[config.mk]
export PLATFORM = sky130hd
export DESIGN_NAME = apb_ro_regs
export DESIGN_NICKNAME = d
export VERILOG_FILES = /design/src/rtl/apb_ro_regs.sv
export SDC_FILE = /design/constraint.sdc
export NUM_CORES = 1
export LEC_CHECK = 0
export CAP_MARGIN = 20
export CORE_ASPECT_RATIO = 0.5
export CORE_UTILIZATION = 36
export CTS_BUF_LIST = sky130_fd_sc_hd__clkbuf_8 sky130_fd_sc_hd__clkbuf_16
export CTS_CLUSTER_SIZE = 16
export DETAILED_ROUTE_END_ITERATION = 8
export GPL_ROUTABILITY_DRIVEN = 0
export PLACE_DENSITY = 0.81
export SYNTH_ARGS = -nofsm -noshare
export SYNTH_HDL_FRONTEND = slang
export SYNTH_SLANG_ARGS = --single-unit
[constraint.sdc]
create_clock -name pclk -period 2.9 [get_ports pclk]
set_input_delay 0.435 -clock pclk [delete_from_list [all_inputs] [get_ports pclk]]
set_output_delay 0.435 -clock pclk [all_outputs]
set_load 0.005 [all_outputs]
[src/rtl/apb_ro_regs.sv]
module apb_ro_regs #(
  parameter int                ADDR_W    = 8,
  parameter int                DATA_W    = 32,
  parameter bit                STRICT_RO = 1'b0,
  parameter logic [DATA_W-1:0] ID_WORD   = 32'hDEAD_0001
) (
  input  logic              pclk,
  input  logic              presetn,
  input  logic              psel,
  input  logic              penable,
  input  logic              pwrite,
  input  logic [ADDR_W-1:0] paddr,
  input  logic [DATA_W-1:0] pwdata,
  output logic [DATA_W-1:0] prdata,
  output logic              pready,
  output logic              pslverr,
  input  logic              hw_busy,
  input  logic [3:0]        hw_level,
  output logic [DATA_W-1:0] ctrl_out
);

  localparam logic [ADDR_W-1:0] OFS_CTRL = ADDR_W'('h00);
  localparam logic [ADDR_W-1:0] OFS_ID   = ADDR_W'('h10);
  localparam logic [ADDR_W-1:0] OFS_STAT = ADDR_W'('h14);

  logic              access_ph;
  logic              hit_ctrl, hit_id, hit_stat, hit_ro;
  logic [DATA_W-1:0] ctrl_q;
  logic [DATA_W-1:0] stat_word;

  assign access_ph = psel & penable;
  assign hit_ctrl  = (paddr == OFS_CTRL);
  assign hit_id    = (paddr == OFS_ID);
  assign hit_stat  = (paddr == OFS_STAT);
  assign hit_ro    = hit_id | hit_stat;

  always_ff @(posedge pclk or negedge presetn) begin
    if (!presetn)
      ctrl_q <= '0;
    else if (access_ph && pwrite && hit_ctrl)
      ctrl_q <= pwdata;
  end

  always_comb begin
    stat_word      = '0;
    stat_word[0]   = hw_busy;
    stat_word[7:4] = hw_level;
  end

  always_comb begin
    prdata = '0;
    if (psel && !pwrite) begin
      if (hit_ctrl)      prdata = ctrl_q;
      else if (hit_id)   prdata = ID_WORD;
      else if (hit_stat) prdata = stat_word;
    end
  end

  assign pready   = 1'b1;
  assign pslverr  = STRICT_RO & access_ph & pwrite & hit_ro;
  assign ctrl_out = ctrl_q;

endmodule

# [Word level (Yosys, flattened, before mapping)]
# Index checks and enable logic that the tools add are counted.
[word_totals] in_bits=50 ram_bits=0 memories=0 register_bits=32 latchBits=0 mem_bits_ro=0 elab_cells=13 output_inout_bits=66
[op_classes] n_reduce_logical=5 n_lt_le_gt_ge=0 eq_ne=2 bitwise_logic=1 n_shift=0 addsub=0 muxes=4 n_div=0 n_mul=0
[op_table] operator="$mux W32" n=3
[op_table] operator="$eq A8 B5 Y1 const B" n=2
[op_table] operator="$logic_not A8 Y1" n=1
[op_table] operator="$mux W8" n=1
[op_table] operator="$logic_and A1 B1 Y1" n=3
[op_table] operator="$and A1 B1 Y1" n=1
[op_table] operator="$logic_not A1 Y1" n=1

# [Depth between registers and ports, before layout]
# Gate-level depths: netlist of the first run.
[depth] ltp_word=5 ltp_mapped=6 depth_no_buf=3

# [Worst setup path before layout of the first run]
# OpenSTA, ideal clock, no wires.
[synth_timing] path_kind="input port to output port" from="input port paddr[7]" to="output port prdata[11]" required_time_ns=2.465 path_buffers=1 arrival_ns=1.874 cell_stages=4 setup_slack_ns=0.591 path_cell_list="or4_1 -> nor4_1 -> clkbuf_1 -> and2_1"
[synth_via] elab_chain_cells=3
[synth_rtl] item="from (decl)" line_no="12" source="input logic [ADDR_W-1:0] paddr,"
[synth_rtl] item="$logic_not A8 Y1" line_no="32" source="assign hit_ctrl = (paddr == OFS_CTRL);"
[synth_rtl] item="$mux W32" line_no="53" source="if (hit_ctrl) prdata = ctrl_q;"
[synth_rtl] item="$mux W32" line_no="52" source="if (psel && !pwrite) begin"
[synth_rtl] item="to (decl)" line_no="14" source="output logic [DATA_W-1:0] prdata,"
# Every way passes these cells.

# [Worst setup path after layout of the first run]
[layout_timing] from="input port paddr[7]" to="output port prdata[0]"
[layout_via] elab_chain_cells=5 elab_cells_between_ends=7 classes_between="2 x eq/ne; 4 x mux; 1 x reduce/logical"
[layout_rtl] item="$eq A8 B5 Y1" line_no="34" source="assign hit_stat = (paddr == OFS_STAT);"
[layout_rtl] item="$mux W8" line_no="55" source="else if (hit_stat) prdata = stat_word;"
[layout_rtl] item="$mux W32" line_no="54" source="else if (hit_id) prdata = ID_WORD;"
[layout_rtl] item="$mux W32 *" line_no="53"
[layout_rtl] item="$mux W32 *" line_no="52"
# Every way passes the cells marked *; elsewhere a longest branch is shown, timed or not.

==> summary.txt, run 1 <==
Timing
  • Setup ws final: approximately 140 ps
  • Hold Vio Cnt, Final: 0
  • Min Tclk post-route: between 2000 and 3000 ps
  • Fin Hold WS: approximately 530 ps
  • Pins Over Slew Limit: 0
  • Setup Viol. Count Final: 0
  • Final worst-path cycle share: ~95%
  • Skew final: 0 ps
  • RSZ-0062 raised after global routing: no
  • Maximum clock rate: about 360 MHz

Power
  • Leak: 1.45 nW
  • Overall Power: 0.00101 W
  • Pwr per Cell Area: ~330 nW/um^2
  • Max IR drop VDD: between 0.2 and 0.25 mV

Setup path
  • CP max stage cell: or4_4
  • Most common cell on crit path: clkdlybuf4s50_1
  • Crit path largest cell delay: around 560 ps
  • WP data required: approximately 2500 ps
  • Top delay family on crit path: buffers and inverters
  • CP bufs+invs: 3
  • Crit end category: primary output
  • WP data arrival: ~2300 ps
  • Startpoint Class: primary input
  • Crit path max fanout: 2
  • WS Path Type: primary input to primary output
  • CP cell instances: clkdlybuf4s50_1 -> or4_4 -> buf_4 -> nor3_1 -> a211oi_1 -> clkdlybuf4s50_1

Routing
  • DRT Pass-1 Iters: 4
  • Wirelength per Cell: 14.0 um
  • Routed WL: ~4600 um
  • Drt drc: 0
  • Via/cell ratio: 4.48
  • Routed Antenna Nets: 0
  • Routed via count: between 1000 and 1500
  • DR iter-0 viols: 47

Placement
  • DP Worst Slack: -59.3 ps
  • Placed insts: about 320
  • Hpwl dp: between 3000 and 4000 um
  • Area after DPL: just under 3000 um^2
  • I/O Buffers: about 110

CTS
  • Clock tree buffer depth: 2
  • H-tree depth: 2
  • TritonCTS sink count: 32
  • CTS tree: yes
  • Postcts setup bufs: 0
  • CTS Hold Bufs: 0
  • Root Driver: clkbuf_8
  • Clock transition at path regs: ~70 ps
  • Clk_lat worst skew: around 280 ps
  • CTS buffer count: 5

Final layout
  • Most common cell after layout, fill and taps aside: clkdlybuf4s50_1
  • Share of cells above drive strength 1: approximately a fifth
  • Max reg flops: 32
  • Nets: just over 300
  • Most frequent cells in the layout: clkdlybuf4s50_1, dfrtp_1, mux2_4, nor2_1
  • Final std cells w/o fill: 325
  • Reg area: ~800 um^2
  • Diodes inserted: 0
  • Area added between synthesis and finish: 75.2%
  • Fill cells: approximately 340
  • Area of the multi-input gates: about 800 um^2
  • Fin area: between 3000 and 4000 um^2

Floorplanning
  • I/O pins: about 120
  • Num rows: 17
  • Die X: 99.7 um
  • Core ar.: approximately 4500 um^2
  • Initial core utilization: about two fifths
  • Die Footprint: 5070 um^2
  • Die Ht: ~51 um

Logic synthesis
  • Avg Synthesized Cell Area: 12.3 um^2
  • Yosys cell types: 20
  • YS warnings: 0
  • Ranking of synthesized cells by area: dfrtp_1, mux2_4, and2_1, nor2_1, buf_12
  • Cell taking the most area after synthesis: dfrtp_1
  • Register area share after synthesis: a little under half
  • Synth Instances: 140
  • Synth top area share: 46.6%
  • Synthesized Nets: 190
  • Yosys reg bits: 32
  • Synth Cell Area: around 1700 um^2

Global routing
  • GRT Total Usage: approximately a fifth
  • Total gr overflow: 0
  • Vias in the first global route: 1465
  • Largest net degree at the start of global routing: 33
  • Initial antenna violation count: 0
  • First-pass GRT wire length: ~7300 um

Hold path
  • Worst Hold Class: register to register

Job
  • Max-cap viol count: 0

Status
  • Outcome: completed
-- path summary, 6_finish.rpt --
kind / cells after the start / slack (ps) / start / end
max in group asynchronous: 2 / 2070 / presetn / ctrl_out[13]
min: 1 / 530 / ctrl_out[20] / ctrl_out[20]
max: 6 / 140 / paddr[7] / prdata[0]
max reg2reg: 1 / 2080 / ctrl_out[4] / ctrl_out[4]
min reg2reg: 1 / 530 / ctrl_out[20] / ctrl_out[20]
min in group asynchronous: 2 / 550 / presetn / ctrl_out[26]
-- stage by stage --
step           util [%]  TNS [ps]
2_1_floorplan         -         0
3_3_place_gp       64.6      -252
3_5_place_dp       64.6      -799
4_1_cts            67.0         0
5_1_grt            67.0         0
6_report           67.0         0
-- what timing repair did --
action / CTS / global route
resized for setup: 19 / 0
hold endpoints to repair: 0 / 0
endpoints found under the setup margin: 16 / 0
-- cells by family (layout without fill, tap and decap cells) --
| kind of cell | Yosys count | in the layout | share of synthesized area (%) |
|---|---|---|---|
| mux | 32 | 32 | 27.6 |
| other cells | 2 | 2 | 0.437 |
| compound gates | 5 | 5 | 1.60 |
| simple gates | 58 | 58 | 17.2 |
| flops | 32 | 32 | 46.6 |
| buf+inv | 11 | 130 | 6.56 |
-- where the power goes --
group / switching, W / total [W] / internal [W]
Combinational: 0.0000375 / 0.000124 / 0.0000860
Sequential: 0.00000579 / 0.000459 / 0.000453
Clock: 0.000170 / 0.000424 / 0.000254
-- cells in the mapped netlist --
cell type / count
dfrtp_1: 32
mux2_4: 30
nor2_1: 23
and2_1: 16
nand2_1: 6
nand3_1: 5
a21oi_1: 4
buf_12: 3
clkbuf_1: 3
buf_4: 2
buf_6: 2
conb_1: 2
mux2_2: 2
nor3_1: 2
nor4_1: 2
or4_4: 2
a211oi_1: 1
inv_1: 1
nand4b_1: 1
or4_1: 1
-- metal layers --
metal  global-route usage [%]  part of all wire, %
met5                        0                    0
met4                     8.33                  2.4
met3                     4.92                  3.1
met2                     33.0                   51
met1                     22.9                   43
-- layout make-up --
type / count / share of cell area [%]
tap: 66 / 2.75
inverter: 1 / 0.125
clock inverter: 3 / 1.41
timing repair buffer: 121 / 39.5
multi-input combinational: 97 / 27.3
sequential: 32 / 26.6
clock buffer: 5 / 2.29
(Power assumes the default switching activity.)
==> run 2, diff against run 1 <==
- ABC_CLOCK_PERIOD_IN_PS: unset -> 2900
- MAX_ROUTING_LAYER: unset -> met4
==> summary.txt, run 2 (synthesis gave the netlist of run 1 again) <==
Floorplanning
  • Num rows: 17 (unchanged)
  • I/O pins: 116 (unchanged)
  • Die X: 99.7 um (unchanged)
  • Core ar.: 4490 um^2 (unchanged)
  • Die Ht: 50.8 um (unchanged)
  • Initial core utilization: 38.2% (unchanged)
  • Die Footprint: 5070 um^2 (unchanged)

Final layout
  • Area added between synthesis and finish: 75.2% (unchanged)
  • Fin area: 3010 um^2 (unchanged)
  • Most frequent cells in the layout: clkdlybuf4s50_1, dfrtp_1, mux2_4, nor2_1
  • Share of cells above drive strength 1: 20.1% (unchanged)
  • Max reg flops: 32 (unchanged)
  • Diodes inserted: 0 (unchanged)
  • Nets: 308 (unchanged)
  • Most common cell after layout, fill and taps aside: clkdlybuf4s50_1

Power
  • Switching share of power: 21.2% (about the same)
  • Comb power frac: 12.3% (about the same)
  • Sw Pwr: 0.000214 W (about the same)
  • Pwr per Cell Area: 335 nW/um^2 (about the same)
  • Seq pwr share: 45.6% (about the same)
  • Max IR drop VDD: 0.235 mV (about the same)
  • Cell-internal power: 0.000793 W (about the same)
  • Leak: 1.45 nW (unchanged)
  • Clock group share of total power: 42.2% (about the same)

CTS
  • CTS Hold Bufs: 0 (unchanged)
  • Clock tree buffer depth: 2 (unchanged)
  • Clock transition at path regs: 70 ps (about the same)
  • TritonCTS sink count: 32 (unchanged)
  • H-tree depth: 2 (unchanged)
  • Clk_lat worst skew: 280 ps (about the same)
  • CTS buffer count: 5 (unchanged)
  • Root Driver: clkbuf_8
  • CTS tree: yes

Setup path
  • Startpoint Class: primary input
  • Crit path max fanout: 2 (unchanged)
  • Crit end category: primary output
  • WP data arrival: 2330 ps (about the same)
  • WS Path Type: primary input to primary output
  • WP data required: 2470 ps (about the same)

Hold path
  • Worst Hold Class: register to register

Placement
  • Area after DPL: 2900 um^2 (unchanged)
  • Hpwl dp: 3610 um (unchanged)
  • I/O Buffers: 113 (unchanged)
  • DP Worst Slack: -59.3 ps (unchanged)

Timing
  • Setup ws final: 137 ps (-1.58 ps)
  • Skew final: 0 ps (unchanged)
  • Setup Viol. Count Final: 0 (unchanged)
  • Pins Over Slew Limit: 0 (unchanged)
  • Min Tclk post-route: 2760 ps (+1.58 ps)
  • RSZ-0062 raised after global routing: no
  • Sum Neg Setup Slack: 0 ps (unchanged)
  • Maximum clock rate: 362 MHz (about the same)
  • Final worst-path cycle share: 95.3% (about the same)
  • Hold Vio Cnt, Final: 0 (unchanged)

Global routing
  • Total gr overflow: 0 (unchanged)
  • Largest net degree at the start of global routing: 33 (unchanged)
  • Vias in the first global route: 1470 (+0.34%)
  • First-pass GRT wire length: 7310 um (+0.29%)
  • GRT Total Usage: 19.7% (+0.58 points)
  • Initial antenna violation count: 0 (unchanged)

Routing
  • DR iter-0 viols: 43 (-8.5%)
  • Wirelength per Cell: 14.0 um (about the same)
  • Routed via count: 1453 (-0.14%)
  • Via/cell ratio: 4.47 (-0.14%)
  • Routed Antenna Nets: 0 (unchanged)
  • DRT Pass-1 Iters: 4 (unchanged)
  • Routed WL: 4560 um (about the same)
  • Drt drc: 0 (unchanged)

Job
  • Max-cap viol count: 0 (unchanged)

Status
  • Outcome: completed
-- run 2: cell counts in the layout (fill, tap and decap cells not counted) --
No cell type changed its count.
-- run 2: final timing paths --
check,from,end,slack (ps),cells past startpoint
setup / recovery,paddr[7],prdata[0],140,6
hold / removal,ctrl_out[20],ctrl_out[20],530,1
setup reg to reg,ctrl_out[4],ctrl_out[4],2080,1
hold reg to reg,ctrl_out[20],ctrl_out[20],530,1
max in group asynchronous,presetn,ctrl_out[13],2070,2
min in group asynchronous,presetn,ctrl_out[26],550,2
-- run 2: worst max-delay path: stages --
cell	delay, ps
clkdlybuf4s50_1	420
or4_4	560
buf_4	150
nor3_1	220
a211oi_1	90
clkdlybuf4s50_1	450
-- run 2: through the flow --
step                total power (W)  util [%]  std cells  hold WS (ps)
global route                0.00105      67.0        325           564
finish                      0.00101      67.0        325           532
CTS                         0.00102      67.0        325           537
floorplan                  0.000493         -        140           139
global placement           0.000587      64.6        317           520
detailed placement         0.000589      64.6        317           522
-- run 2: power by group through the flow --
stage | Combinational, W | Clock (W) | Sequential [W]
floorplan | 0.0000268 | 0 | 0.000466
global placement | 0.000120 | 0 | 0.000467
detailed placement | 0.000123 | 0 | 0.000467
CTS | 0.000124 | 0.000434 | 0.000458
global route | 0.000133 | 0.000461 | 0.000459
finish | 0.000123 | 0.000424 | 0.000459
-- run 2: area by class of cell --
cell class,instances,area (um^2)
clock inverters,3,42.5
fillers,337,1480
well taps,66,82.6
clock buffers,5,68.8
inverters,1,3.75
repair buffers,121,1190
multi-input cells,97,822
flip-flops and latches,32,801
-- run 2: what timing repair did --
action                     CTS  global route
resized for setup           19             0
hold endpoints to repair     0             0
buffers inserted             0             0
setup endpoints to repair   16             0
-- run 2: routing by layer --
metal | GRT usage [%] | part of all wire [%] | up-vias | wire length (um)
li1 | - | - | 702 | -
met1 | 22.8 | 43 | 698 | 1950
met2 | 33.2 | 52 | 39 | 2350
met3 | 4.92 | 3.3 | 14 | 151
met4 | 8.33 | 2.2 | 0 | 102
met5 | - | 0 | - | 0
==> run 3, diff against run 2 <==
- SLEW_MARGIN: unset -> 30
==> results of run 3 <==
Same layout as run 2: the final DEF is identical, and so are final timing and power.
